## src/rtl/bank_cmd_guard.sv

```systemverilog
`timescale 1ns/1ps
module bank_cmd_guard #(
  parameter int T_RCD = 3,
  parameter int T_RRD = 2,
  parameter int T_RC  = 10,
  parameter int T_RP  = 3,
  parameter int T_CCD = 2,
  parameter int T_WR  = 3,
  parameter int T_WTR = 2,
  parameter int CL    = 3,
  parameter int WL    = 1,
  parameter int BL    = 4
) (
  input  logic       clk,
  input  logic       rst_n,
  input  logic [2:0] cmd,
  input  logic [1:0] ba,
  input  logic       ap,
  output logic       allow_act,
  output logic       allow_rd,
  output logic       allow_wr,
  output logic       allow_pre,
  output logic       allow_pall,
  output logic       allow_bst,
  output logic [3:0] bank_open
);

  localparam int NB   = 4;
  localparam int BL2  = BL / 2;
  localparam int TDAL = (T_WR + T_RP < 3) ? 3 : T_WR + T_RP;
  localparam int TWPD = WL + BL2 + T_WR;
  localparam int MAXV = T_RC + T_RP + WL + BL2 + TDAL + CL + TWPD + T_WTR + T_CCD + T_RRD + T_RCD;
  localparam int CW   = $clog2(MAXV + 1);

  localparam logic [CW-1:0] L_RCD  = CW'(T_RCD - 1);
  localparam logic [CW-1:0] L_RRD  = CW'(T_RRD - 1);
  localparam logic [CW-1:0] L_RC   = CW'(T_RC - 1);
  localparam logic [CW-1:0] L_RP   = CW'(T_RP - 1);
  localparam logic [CW-1:0] L_CCD  = CW'(T_CCD - 1);
  localparam logic [CW-1:0] L_WTR  = CW'(WL + BL2 + T_WTR - 1);
  localparam logic [CW-1:0] L_RTW  = CW'(CL + BL2 - 1);
  localparam logic [CW-1:0] L_BSTZ = CW'(CL - 1);
  localparam logic [CW-1:0] L_WPD  = CW'(TWPD - 1);
  localparam logic [CW-1:0] L_RAP  = CW'(BL2 + T_RP - 1);
  localparam logic [CW-1:0] L_WAP  = CW'(WL + BL2 + TDAL - 1);
  localparam logic [CW-1:0] L_BUSY = CW'(BL2 - 1);

  localparam logic [2:0] C_ACT = 3'd1, C_RD = 3'd2, C_WR = 3'd3,
                         C_PRE = 3'd4, C_PALL = 3'd5, C_BST = 3'd6;

  function automatic logic [CW-1:0] dec(input logic [CW-1:0] x);
    return (x == '0) ? '0 : x - 1'b1;
  endfunction

  function automatic logic [CW-1:0] mx(input logic [CW-1:0] a, input logic [CW-1:0] b);
    return (a > b) ? a : b;
  endfunction

  logic [CW-1:0] rcd_q [NB];
  logic [CW-1:0] act_q [NB];
  logic [CW-1:0] pre_q [NB];
  logic [CW-1:0] rcd_d [NB];
  logic [CW-1:0] act_d [NB];
  logic [CW-1:0] pre_d [NB];
  logic [NB-1:0] open_q, open_d;
  logic [CW-1:0] rrd_q, ccd_q, wtr_q, rtw_q, busy_q;
  logic [CW-1:0] rrd_d, ccd_d, wtr_d, rtw_d, busy_d;
  logic          col_ok;

  assign col_ok    = open_q[ba] && rcd_q[ba] == '0 && ccd_q == '0;
  assign allow_act = !open_q[ba] && act_q[ba] == '0 && rrd_q == '0;
  assign allow_rd  = col_ok && wtr_q == '0;
  assign allow_wr  = col_ok && rtw_q == '0;
  assign allow_pre = pre_q[ba] == '0;
  assign allow_bst = busy_q != '0;
  assign bank_open = open_q;

  always_comb begin
    allow_pall = 1'b1;
    for (int b = 0; b < NB; b++)
      if (open_q[b] && pre_q[b] != '0) allow_pall = 1'b0;
  end

  logic acc_act, acc_rd, acc_wr, acc_pre, acc_pall, acc_bst, acc_col;
  assign acc_act  = cmd == C_ACT  && allow_act;
  assign acc_rd   = cmd == C_RD   && allow_rd;
  assign acc_wr   = cmd == C_WR   && allow_wr;
  assign acc_pre  = cmd == C_PRE  && allow_pre;
  assign acc_pall = cmd == C_PALL && allow_pall;
  assign acc_bst  = cmd == C_BST  && allow_bst;
  assign acc_col  = acc_rd || acc_wr;

  always_comb begin
    open_d = open_q;
    for (int b = 0; b < NB; b++) begin
      rcd_d[b] = dec(rcd_q[b]);
      act_d[b] = dec(act_q[b]);
      pre_d[b] = dec(pre_q[b]);
      if (acc_act && ba == 2'(b)) begin
        open_d[b] = 1'b1;
        rcd_d[b]  = L_RCD;
        act_d[b]  = L_RC;
      end
      if (acc_col && ap && ba == 2'(b)) begin
        open_d[b] = 1'b0;
        act_d[b]  = mx(act_d[b], acc_rd ? L_RAP : L_WAP);
      end
      if (acc_wr && !ap && ba == 2'(b))
        pre_d[b] = L_WPD;
      if (((acc_pre && ba == 2'(b)) || acc_pall) && open_q[b]) begin
        open_d[b] = 1'b0;
        act_d[b]  = mx(act_d[b], L_RP);
      end
    end
    rrd_d  = acc_act ? L_RRD : dec(rrd_q);
    ccd_d  = acc_col ? L_CCD : dec(ccd_q);
    wtr_d  = acc_wr  ? L_WTR : dec(wtr_q);
    busy_d = acc_col ? L_BUSY : (acc_bst ? '0 : dec(busy_q));
    if (acc_rd)       rtw_d = L_RTW;
    else if (acc_bst) rtw_d = (dec(rtw_q) < L_BSTZ) ? dec(rtw_q) : L_BSTZ;
    else              rtw_d = dec(rtw_q);
  end

  always_ff @(posedge clk) begin
    if (!rst_n) begin
      open_q <= '0;
      rrd_q  <= '0;
      ccd_q  <= '0;
      wtr_q  <= '0;
      rtw_q  <= '0;
      busy_q <= '0;
      for (int b = 0; b < NB; b++) begin
        rcd_q[b] <= '0;
        act_q[b] <= '0;
        pre_q[b] <= '0;
      end
    end else begin
      open_q <= open_d;
      rrd_q  <= rrd_d;
      ccd_q  <= ccd_d;
      wtr_q  <= wtr_d;
      rtw_q  <= rtw_d;
      busy_q <= busy_d;
      for (int b = 0; b < NB; b++) begin
        rcd_q[b] <= rcd_d[b];
        act_q[b] <= act_d[b];
        pre_q[b] <= pre_d[b];
      end
    end
  end

  AST_ACT_OPENS: assert property (@(posedge clk) disable iff (!rst_n)
    acc_act |=> bank_open[$past(ba)]);
  AST_RCD_HOLD: assert property (@(posedge clk) disable iff (!rst_n)
    (acc_act && T_RCD > 1) |=> (ba != $past(ba) || !allow_rd));
  AST_RRD_HOLD: assert property (@(posedge clk) disable iff (!rst_n)
    (acc_act && T_RRD > 1) |=> !allow_act);
  AST_AP_CLOSES: assert property (@(posedge clk) disable iff (!rst_n)
    (acc_col && ap) |=> !bank_open[$past(ba)]);
  AST_ILLEGAL_INERT: assert property (@(posedge clk) disable iff (!rst_n)
    ((cmd == C_RD && !allow_rd) || (cmd == C_ACT && !allow_act)) |=> $stable(bank_open));
  AST_PALL_CLOSES: assert property (@(posedge clk) disable iff (!rst_n)
    acc_pall |=> bank_open == '0);
  AST_BST_ENDS: assert property (@(posedge clk) disable iff (!rst_n)
    acc_bst |=> !allow_bst);

endmodule

```

## config.mk

```make
export PLATFORM = sky130hd
export DESIGN_NAME = bank_cmd_guard
export DESIGN_NICKNAME = d
export VERILOG_FILES = /design/src/rtl/bank_cmd_guard.sv
export SDC_FILE = /design/constraint.sdc
export NUM_CORES = 1
export LEC_CHECK = 0
export ABC_CLOCK_PERIOD_IN_PS = 6700
export BUFFER_PORTS_ARGS = -buffer_cell sky130_fd_sc_hd__clkbuf_2
export CAP_MARGIN = 20
export CELL_PAD_IN_SITES_DETAIL_PLACEMENT = 1
export CELL_PAD_IN_SITES_GLOBAL_PLACEMENT = 2
export CORE_MARGIN = 2
export CORE_UTILIZATION = 42
export CTS_CLUSTER_DIAMETER = 100
export DETAILED_ROUTE_END_ITERATION = 8
export PLACE_DENSITY = 0.92
export SLEW_MARGIN = 20
export SYNTH_ARGS = -nofsm -noshare
export SYNTH_HDL_FRONTEND = slang
export SYNTH_SLANG_ARGS = --single-unit
export TNS_END_PERCENT = 50
```

## constraint.sdc

```tcl
create_clock -name clk -period 6.7 [get_ports clk]
set_clock_uncertainty 0.1 [all_clocks]
set_input_delay 1.675 -clock clk [delete_from_list [all_inputs] [get_ports clk]]
set_output_delay 1.675 -clock clk [all_outputs]
set_load 0.02 [all_outputs]
```

==> results of run 1 <==
==> power breakdown <==
part	total (mW)	internal, mW	switching [mW]
Clock	0.528	0.259	0.269
Sequential	1.10	0.861	0.237
Combinational	1.98	0.839	1.14
==> cell usage in the layout (no fill, tap or decap), drive strengths merged, types with 4 or more instances in the layout <==
cell type  count
o31ai          9
nor3          36
dfxtp        106
o311ai         4
or2            6
mux2i         12
buf            4
inv           50
a211oi         5
nand3         23
mux4           4
o21ai         26
or3           17
a21o           7
nor2b         13
a21oi         32
nand2         46
or4           10
o211ai         4
nor4          12
xnor2         32
clkbuf        26
ha            38
nand4         12
nor3b          5
nor4b          4
and3          10
nand2b         8
xor2          21
nor2         117
==> final timing paths <==
kind	from	to	slack [ns]	depth (start not counted)
min	rcd_q[1][0]$_SDFF_PP0_	rcd_q[1][0]$_SDFF_PP0_	0.35	1
max reg2reg	rcd_q[2][0]$_SDFF_PP0_	act_q[3][3]$_SDFF_PN0_	2.80	10
min reg2reg	rcd_q[1][0]$_SDFF_PP0_	rcd_q[1][0]$_SDFF_PP0_	0.35	1
max	ba[0]	allow_rd	1.51	6
==> cell families (layout without fill, tap and decap cells) <==
group / Yosys count / after routing / share of synthesized area
AOI/OAI and AO/OA: 124 / 124 / 0.141
xor gates and xnor gates: 53 / 53 / 0.0755
adders and majority gates: 38 / 38 / 0.0773
buffers and inverters: 68 / 84 / 0.0454
DFF: 106 / 106 / 0.345
muxes: 18 / 18 / 0.0391
and+or+nand+nor: 333 / 333 / 0.276
==> registers in the layout, summed over array words and instances (netlist names) <==
name,cells
ccd_q,6
pre_q,24
rtw_q,6
bank_open,4
rrd_q,6
busy_q,6
rcd_q,24
act_q,24
wtr_q,6
==> worst max-delay path: stages <==
cell      delay, ns
clkbuf_2       0.30
or4_1          0.68
a211oi_2       0.31
nor2_1         0.12
nor2_1         0.12
clkbuf_2       0.18
==> metal layers <==
metal / part of all wire / wire length [um]
met1: 0.44 / 7190
met5: 0 / 0
met4: 0.028 / 467
met2: 0.50 / 8330
met3: 0.032 / 533
==> final cells by class <==
cell class              count  area (um2)
fillers                  1765        7750
multi-input cells         566        3750
flip-flops and latches    106        2120
well taps                 184         230
clock buffers               9         225
inverters                  47         176
repair buffers             21         115
clock inverters             7        61.3
==> qor.txt, run 1 <==
synth unique cells: 77
post-route setup slack: 1.51 ns
Root Buffer Master: clkbuf_16
CTS buffer count: 9
CORE AREA: 14400 um2
Worst Path Arrival: 3.41 ns
Least-Margin Pin Slew: 0.970 ns
Syn Std Cell Area: 6150 um2
Peak Freq: 193 MHz
post-DP HPWL: 12.6 mm
CTS tree: yes
num ports: 18
dpl ws: 1.24 ns
register area share after synthesis: 0.345
first-pass GRT wire length: 27.8 mm
area growth from synthesis to layout: 8.61%
ant diodes: 0
Die Ht: 125 um
top cells by count, synth: nor2_1, dfxtp_1, inv_1, nand2_1, ha_1
Leakage: 2.71 nW
number of port buffers: 17
GR Layer Usage met3: 0.0385
final max-slew violation count: 0
required time of the worst setup path: 4.93 ns
post-synth net total: 786
fin crit period: 5.19 ns
initial antenna violation count: 0
Wirelength per Cell: 17.6 um
Clock Latency Late Sink: 0.37 ns
busiest grt layer: met2
ys flop type: dfxtp_1
final antenna-violating net count: 0
CP endpoint kind: primary output
Design Area, Final: 6680 um2
CP Class: primary input to primary output
Synth Area per Inst: 8.31 um2
Rows: 44
Initial Util: 0.426
placed cell area: 6390 um2
Worst-path clk slew: 0.07 ns
final hold slack: 0.352 ns
vias in the first global route: 5740
largest area contributor in the netlist: dfxtp_1
clk sinks: 106
max cap viols: 0
Crit Path Max Fanout: 23
vias: 5364
Relative slew margins: 0.353
Startpoint Class: primary input
Synth top area share: 0.345
total number of H-tree levels: 3
setup TNS: 0 ns
Post-CTS Setup Inserts: 0
met2 usage: 0.385
FFs w/ async S/R, synth: 0
final non-filler cell total: 940
largest net degree at the start of global routing: 32
Final Hold Viols: 0
DR iter-0 viols: 244
fin crit share: 0.774
ranking of synthesized cells by area: dfxtp_1, ha_1, nor2_1
Layout Utilization: 0.463
Total Wirelength: 16.5 mm
Die X: 125 um
synth warn: 0
cts-stage hold buffer count: 0
HP Class: flip-flop to flip-flop
Final setup viols: 0
Max clock buf depth: 2
Total Power: 3.60 mW
status: finished, final reports clean
share of cells above drive strength 1: 0.0794
cts repair resizes: 0
cell count after synthesis: 740
PwrDens: 539 nW/um2
placed cell count: 924
vias per cell: 5.71
TritonRoute pass-1 iters: 4
Layout Nets: 797
count leader, synth: nor2_1
EDFF count, synth: 0
gpl congestion: 0.828
GRT Overall Usage: 0.217
GRT overflow: 0
drt drc: 0
Die Area: 15600 um2
RSZ-0062 raised after global routing: false
global-route met1 utilization: 0.258
Yosys reg bits: 106
VDD IR max: 0.000280 V
No activity file was read; power rests on OpenSTA's default activity.
==> run 2, diff against run 1 <==
ABC_CLOCK_PERIOD_IN_PS = 4400   (was 6700)
CORE_UTILIZATION = 35   (was 42)
PLACE_DENSITY = 0.82   (was 0.92)
clock period = 4.4 ns   (was 6.7 ns; I/O delays follow)
==> qor.txt, run 2 (synthesis results as in run 1) <==
Relative slew margins: 0.423 (+0.0700)
CP Class: primary input to flip-flop
number of port buffers: 17 (unchanged)
cts-stage hold buffer count: 0 (unchanged)
CORE AREA: 17200 um2 (+20%)
CTS buffer count: 9 (unchanged)
fillers: 2044 (+16%)
Worst-path clk slew: 0.08 ns (about the same)
Layout Nets: 816 (+2.4%)
drt drc: 0 (unchanged)
CTS tree: yes
share of cells above drive strength 1: 0.102 (+0.0226)
Layout Utilization: 0.399 (-0.0638)
fin crit period: 4.08 ns
sequential power share: 0.302 (-0.003)
initial antenna violation count: 0 (unchanged)
DR iter-0 viols: 188 (-23%)
Final setup viols: 0 (unchanged)
Wirelength per Cell: 17.6 um (-0.12%)
Die X: 137 um (+9.2%)
Total Power: 5.56 mW (+54%)
CP endpoint kind: flip-flop
Sw Pwr: 2.52 mW (+53%)
cts repair resizes: 0 (unchanged)
VDD IR max: 0.000285 V (+1.8%)
Crit Path Max Fanout: 7 (-70%)
TritonRoute pass-1 iters: 4 (unchanged)
area growth from synthesis to layout: 11.9%
Least-Margin Pin Slew: 0.864 ns (-0.106 ns)
max cap viols: 0 (unchanged)
GRT overflow: 0 (unchanged)
status: finished, final reports clean
Comb power frac: 0.552 (+0.003)
Switching Share: 0.452 (-0.00385)
final hold slack: 0.358 ns (+0.00590 ns)
Total Wirelength: 17.6 mm (+6.3%)
total number of H-tree levels: 3 (unchanged)
GRT Overall Usage: 0.201 (-0.0156)
Root Buffer Master: clkbuf_16
placed cell area: 6590 um2 (+3.0%)
Max clock buf depth: 2 (unchanged)
Rows: 48 (+9.1%)
first-pass GRT wire length: 29.6 mm (+6.5%)
Design Area, Final: 6880 um2 (+3.0%)
RSZ-0062 raised after global routing: false
final max-slew violation count: 0 (unchanged)
Startpoint Class: primary input
vias: 5446 (+1.5%)
num ports: 18 (unchanged)
post-DP HPWL: 13.6 mm (+8.6%)
Final Hold Viols: 0 (unchanged)
vias in the first global route: 5942 (+3.5%)
gpl congestion: 0.870 (+5.1%)
largest net degree at the start of global routing: 31 (-3.1%)
HP Class: flip-flop to flip-flop
PwrDens: 809 nW/um2 (+50%)
commonest non-fill, non-tap cells in the layout: nor2_1, dfxtp_1, inv_1, nand2_1, ha_1
clk sinks: 106 (unchanged)
Cell Int Power: 3.05 mW (+56%)
Initial Util: 0.357 (-0.0696)
required time of the worst setup path: 4.58 ns (-0.35 ns)
Leakage: 2.82 nW (+3.9%)
Post-CTS Setup Inserts: 0 (unchanged)
vias per cell: 5.45 (-4.6%)
Worst Path Arrival: 4.26 ns (+0.85 ns)
ant diodes: 0 (unchanged)
fin crit share: 0.928
Top Registers: act_q: 24 flops, pre_q: 24 flops, rcd_q: 24 flops
final antenna-violating net count: 0 (unchanged)
setup TNS: 0 ns (unchanged)
Peak Freq: 245 MHz
power share of the clock group: 0.146 (about the same)
most common cell after layout, fill and taps aside: nor2_1
Clock Latency Late Sink: 0.36 ns (about the same)
Die Area: 18600 um2 (+19%)
Die Ht: 137 um (+9.2%)
run 2: layout make-up:
type                       instances  area (um2)  share of cell area
tap                              225         282              0.0409
multi-input combinational        566        3750               0.545
sequential                       106        2120               0.308
clock buffer                      11         253              0.0367
inverter                          47         176              0.0256
timing repair buffer              40         258              0.0375
clock inverter                     5        42.5             0.00618
run 2: final timing paths:
check | start | end | slack (ns) | depth (start not counted)
setup reg to reg | rcd_q[2][0]$_SDFF_PP0_ | act_q[1][3]$_SDFF_PN0_ | 0.64 | 10
setup / recovery | cmd[1] | act_q[3][2]$_SDFF_PN0_ | 0.32 | 10
hold reg to reg | rcd_q[1][0]$_SDFF_PP0_ | rcd_q[1][0]$_SDFF_PP0_ | 0.36 | 1
hold / removal | rcd_q[1][0]$_SDFF_PP0_ | rcd_q[1][0]$_SDFF_PP0_ | 0.36 | 1
run 2: metal layers:
metal	vias up	share of wire	global-route usage
li1	2679	-	-
met1	2671	0.45	0.241
met2	64	0.50	0.361
met3	32	0.025	0.0367
met4	0	0.024	0.0660
met5	-	0	0
run 2: critical path: stages:
cell       delay, ns
clkbuf_2        0.12
or3b_2          0.55
or4_4           0.56
or3_4           0.41
o21ai_0         0.15
ha_1            0.31
a21oi_1         0.24
mux2i_1         0.16
a2111oi_4       0.41
mux2i_1         0.24
run 2: power groups by stage:
stage               Combinational (mW)  Sequential, mW  Clock [mW]
finish                            3.07            1.68       0.813
global route                      3.48            1.74       0.875
CTS                               3.09            1.68       0.842
detailed placement                3.05            1.70           0
global placement                  2.88            1.67           0
floorplan                         2.38            1.57           0
run 2: through the flow:
step | setup WS [ns] | cells
2_1_floorplan | 0.128 | 740
5_1_grt | 0.176 | 1000
6_report | 0.318 | 1000
3_3_place_gp | 0.137 | 984
3_5_place_dp | -0.0152 | 984
4_1_cts | 0.355 | 1000
==> run 3, diff against run 2 <==
ABC_AREA = 1   (was unset)
CORE_UTILIZATION = 32   (was 35)
PLACE_DENSITY = 0.81   (was 0.82)
==> qor.txt, run 3 <==
synth unique cells: 44 (-43%)
Final Hold Viols: 0 (unchanged)
share of cells above drive strength 1: 0.102 (about the same)
Worst-path clk slew: 0.07 ns (about the same)
post-route setup slack: 0.823 ns (+0.505 ns)
Die Area: 19800 um2 (+6.3%)
number of port buffers: 17 (unchanged)
ranking of synthesized cells by area: dfxtp_1, nand2_1, nor2_1
clk sinks: 106 (unchanged)
Die Ht: 141 um (+3.1%)
Leakage: 3.20 nW (+13%)
status: finished, final reports clean
setup TNS: 0 ns (unchanged)
top cells by count, synth: nand2_1, nor2_1, inv_1, dfxtp_1, nand3_1
synth warn: 0 (unchanged)
R2R depth: 22 (+12)
Startpoint Class: flip-flop
PwrDens: 801 nW/um2 (-0.92%)
vias in the first global route: 5286 (-11%)
FFs w/ async S/R, synth: 0 (unchanged)
fin crit share: 0.813 (-0.115)
register area share after synthesis: 0.354 (+0.00930)
critical path's top delay family: compound AO/OA/AOI/OAI gates
total number of H-tree levels: 3 (unchanged)
crit path buf inv count: 2 (+1)
count leader, synth: nand2_1
final max-slew violation count: 0 (unchanged)
GRT Overall Usage: 0.160 (-0.0417)
num ports: 18 (unchanged)
Crit Path Max Fanout: 4 (-3)
CORE AREA: 18500 um2 (+7.4%)
Worst Hold Depth: 1 (unchanged)
TritonRoute pass-1 iters: 4 (unchanged)
GRT overflow: 0 (unchanged)
ys flop type: dfxtp_1
CTS tree: yes
Critical Path Max Stage Delay: 0.67 ns (+0.11 ns)
CP endpoint kind: primary output
Synth Area per Inst: 6.90 um2 (-17%)
Initial Util: 0.323 (-0.0334)
Final setup viols: 0 (unchanged)
most common cell after layout, fill and taps aside: nand2_1
gpl congestion: 0.793 (-8.8%)
Hold Crit Start: wtr_q[0]$_SDFF_PP0_
RR Endpoint: act_q[3][0]$_SDFF_PN0_
CP Class: flip-flop to primary output
Least-Margin Pin Slew: 0.906 ns (+0.0417 ns)
final antenna-violating net count: 0 (unchanged)
Wirelength per Cell: 13.3 um (-24%)
largest area contributor in the netlist: dfxtp_1
Top Registers: act_q: 24 flops, pre_q: 24 flops, rcd_q: 24 flops
Clock Latency Late Sink: 0.35 ns (about the same)
vias per cell: 4.72 (-13%)
RSZ-0062 raised after global routing: false
vias: 5316 (-2.4%)
cell count after synthesis: 868 (+17%)
max cap viols: 0 (unchanged)
initial antenna violation count: 0 (unchanged)
dpl ws: 0.537 ns (+0.553 ns)
VDD IR max: 0.000276 V (-3.2%)
CTS buffer count: 9 (unchanged)
reg2reg start: wtr_q[0]$_SDFF_PP0_
first-pass GRT wire length: 25.7 mm (-13%)
Reg2Reg Setup Slack: 1.18 ns (+0.54 ns)
ant diodes: 0 (unchanged)
HP Class: flip-flop to flip-flop
Worst Path Arrival: 2.38 ns (-1.88 ns)
EDFF count, synth: 0 (unchanged)
required time of the worst setup path: 3.20 ns (-1.38 ns)
Die X: 141 um (+3.1%)
critical path cell sequence: inv_1, ha_1, nor3b_1, nand2_1, a221oi_1, clkbuf_2
Peak Freq: 280 MHz (+14%)
Post-CTS Setup Inserts: 0 (unchanged)
Root Buffer Master: clkbuf_16
Layout Utilization: 0.356 (-0.0428)
DR iter-0 viols: 175 (-6.9%)
Syn Std Cell Area: 5990 um2 (-2.6%)
Max clock buf depth: 2 (unchanged)
CP max stage cell: a221oi_1
post-synth net total: 914 (+16%)
fin crit period: 3.58 ns (-0.505 ns)
cts repair resizes: 0 (unchanged)
Relative slew margins: 0.395 (-0.0272)
Rows: 50 (+4.2%)
commonest non-fill, non-tap cells in the layout: nand2_1, nor2_1, inv_1, dfxtp_1, nand3_1
cts-stage hold buffer count: 0 (unchanged)
Synth top area share: 0.354 (+0.00930)
post-DP HPWL: 11.9 mm (-12%)
Layout Nets: 934 (+14%)
drt drc: 0 (unchanged)
largest net degree at the start of global routing: 27 (-13%)
Total Wirelength: 15.0 mm (-14%)
Worst Hold Path EP: wtr_q[0]$_SDFF_PP0_
Yosys reg bits: 106 (unchanged)
Design Area, Final: 6600 um2 (-4.1%)
area growth from synthesis to layout: 10.2%
placed cell area: 6320 um2 (-4.1%)
[run 3: cell type report]
class	instances	area, um2
multi-input combinational	619	3300
tap	234	293
sequential	106	2120
clock buffer	12	256
timing repair buffer	19	100
clock inverter	4	26.3
inverter	133	499
fill	2378	11900
[run 3: per-layer routing]
layer / part of all wire / track usage / up-vias / wire, um
met2: 0.47 / 0.268 / 19 / 7000
met4: 0.015 / 0.0495 / 0 / 230
met5: 0 / 0 / - / 0
li1: - / - / 2802 / -
met1: 0.51 / 0.210 / 2483 / 7590
met3: 0.013 / 0.0275 / 12 / 200
[run 3: through the flow]
stage	power (mW)	cells	hold WS (ns)
floorplan	3.87	868	0.293
global placement	4.52	1111	0.302
detailed placement	4.57	1111	0.311
CTS	5.39	1127	0.321
global route	5.93	1127	0.344
finish	5.29	1127	0.316
[run 3: where the power goes]
part | internal [mW] | switching, mW
combinational | 1.07 | 1.85
clock | 0.415 | 0.368
sequential | 1.35 | 0.240
[run 3: cells by family after synthesis]
kind of cell,after synthesis,share of synthesized area
AND/OR/NAND/NOR,458,0.346
buffers and inverters,143,0.0938
flip-flops,106,0.354
AO/OA/AOI/OAI,102,0.0959
adder cells (fa/ha/maj),38,0.0794
XOR/XNOR,21,0.0307
[run 3: worst max-delay path by stage]
stage / from / end / depth (start not counted)
floorplan: ba[0] / act_q[3][0]$_SDFF_PN0_ / 18
global placement: ba[0] / act_q[0][0]$_SDFF_PN0_ / 20
CTS: pre_q[2][0]$_SDFF_PN0_ / allow_pall / 6
finish: pre_q[2][0]$_SDFF_PN0_ / allow_pall / 6
detailed placement: ba[0] / act_q[0][0]$_SDFF_PN0_ / 18
global route: ba[0] / act_q[3][0]$_SDFF_PN0_ / 21
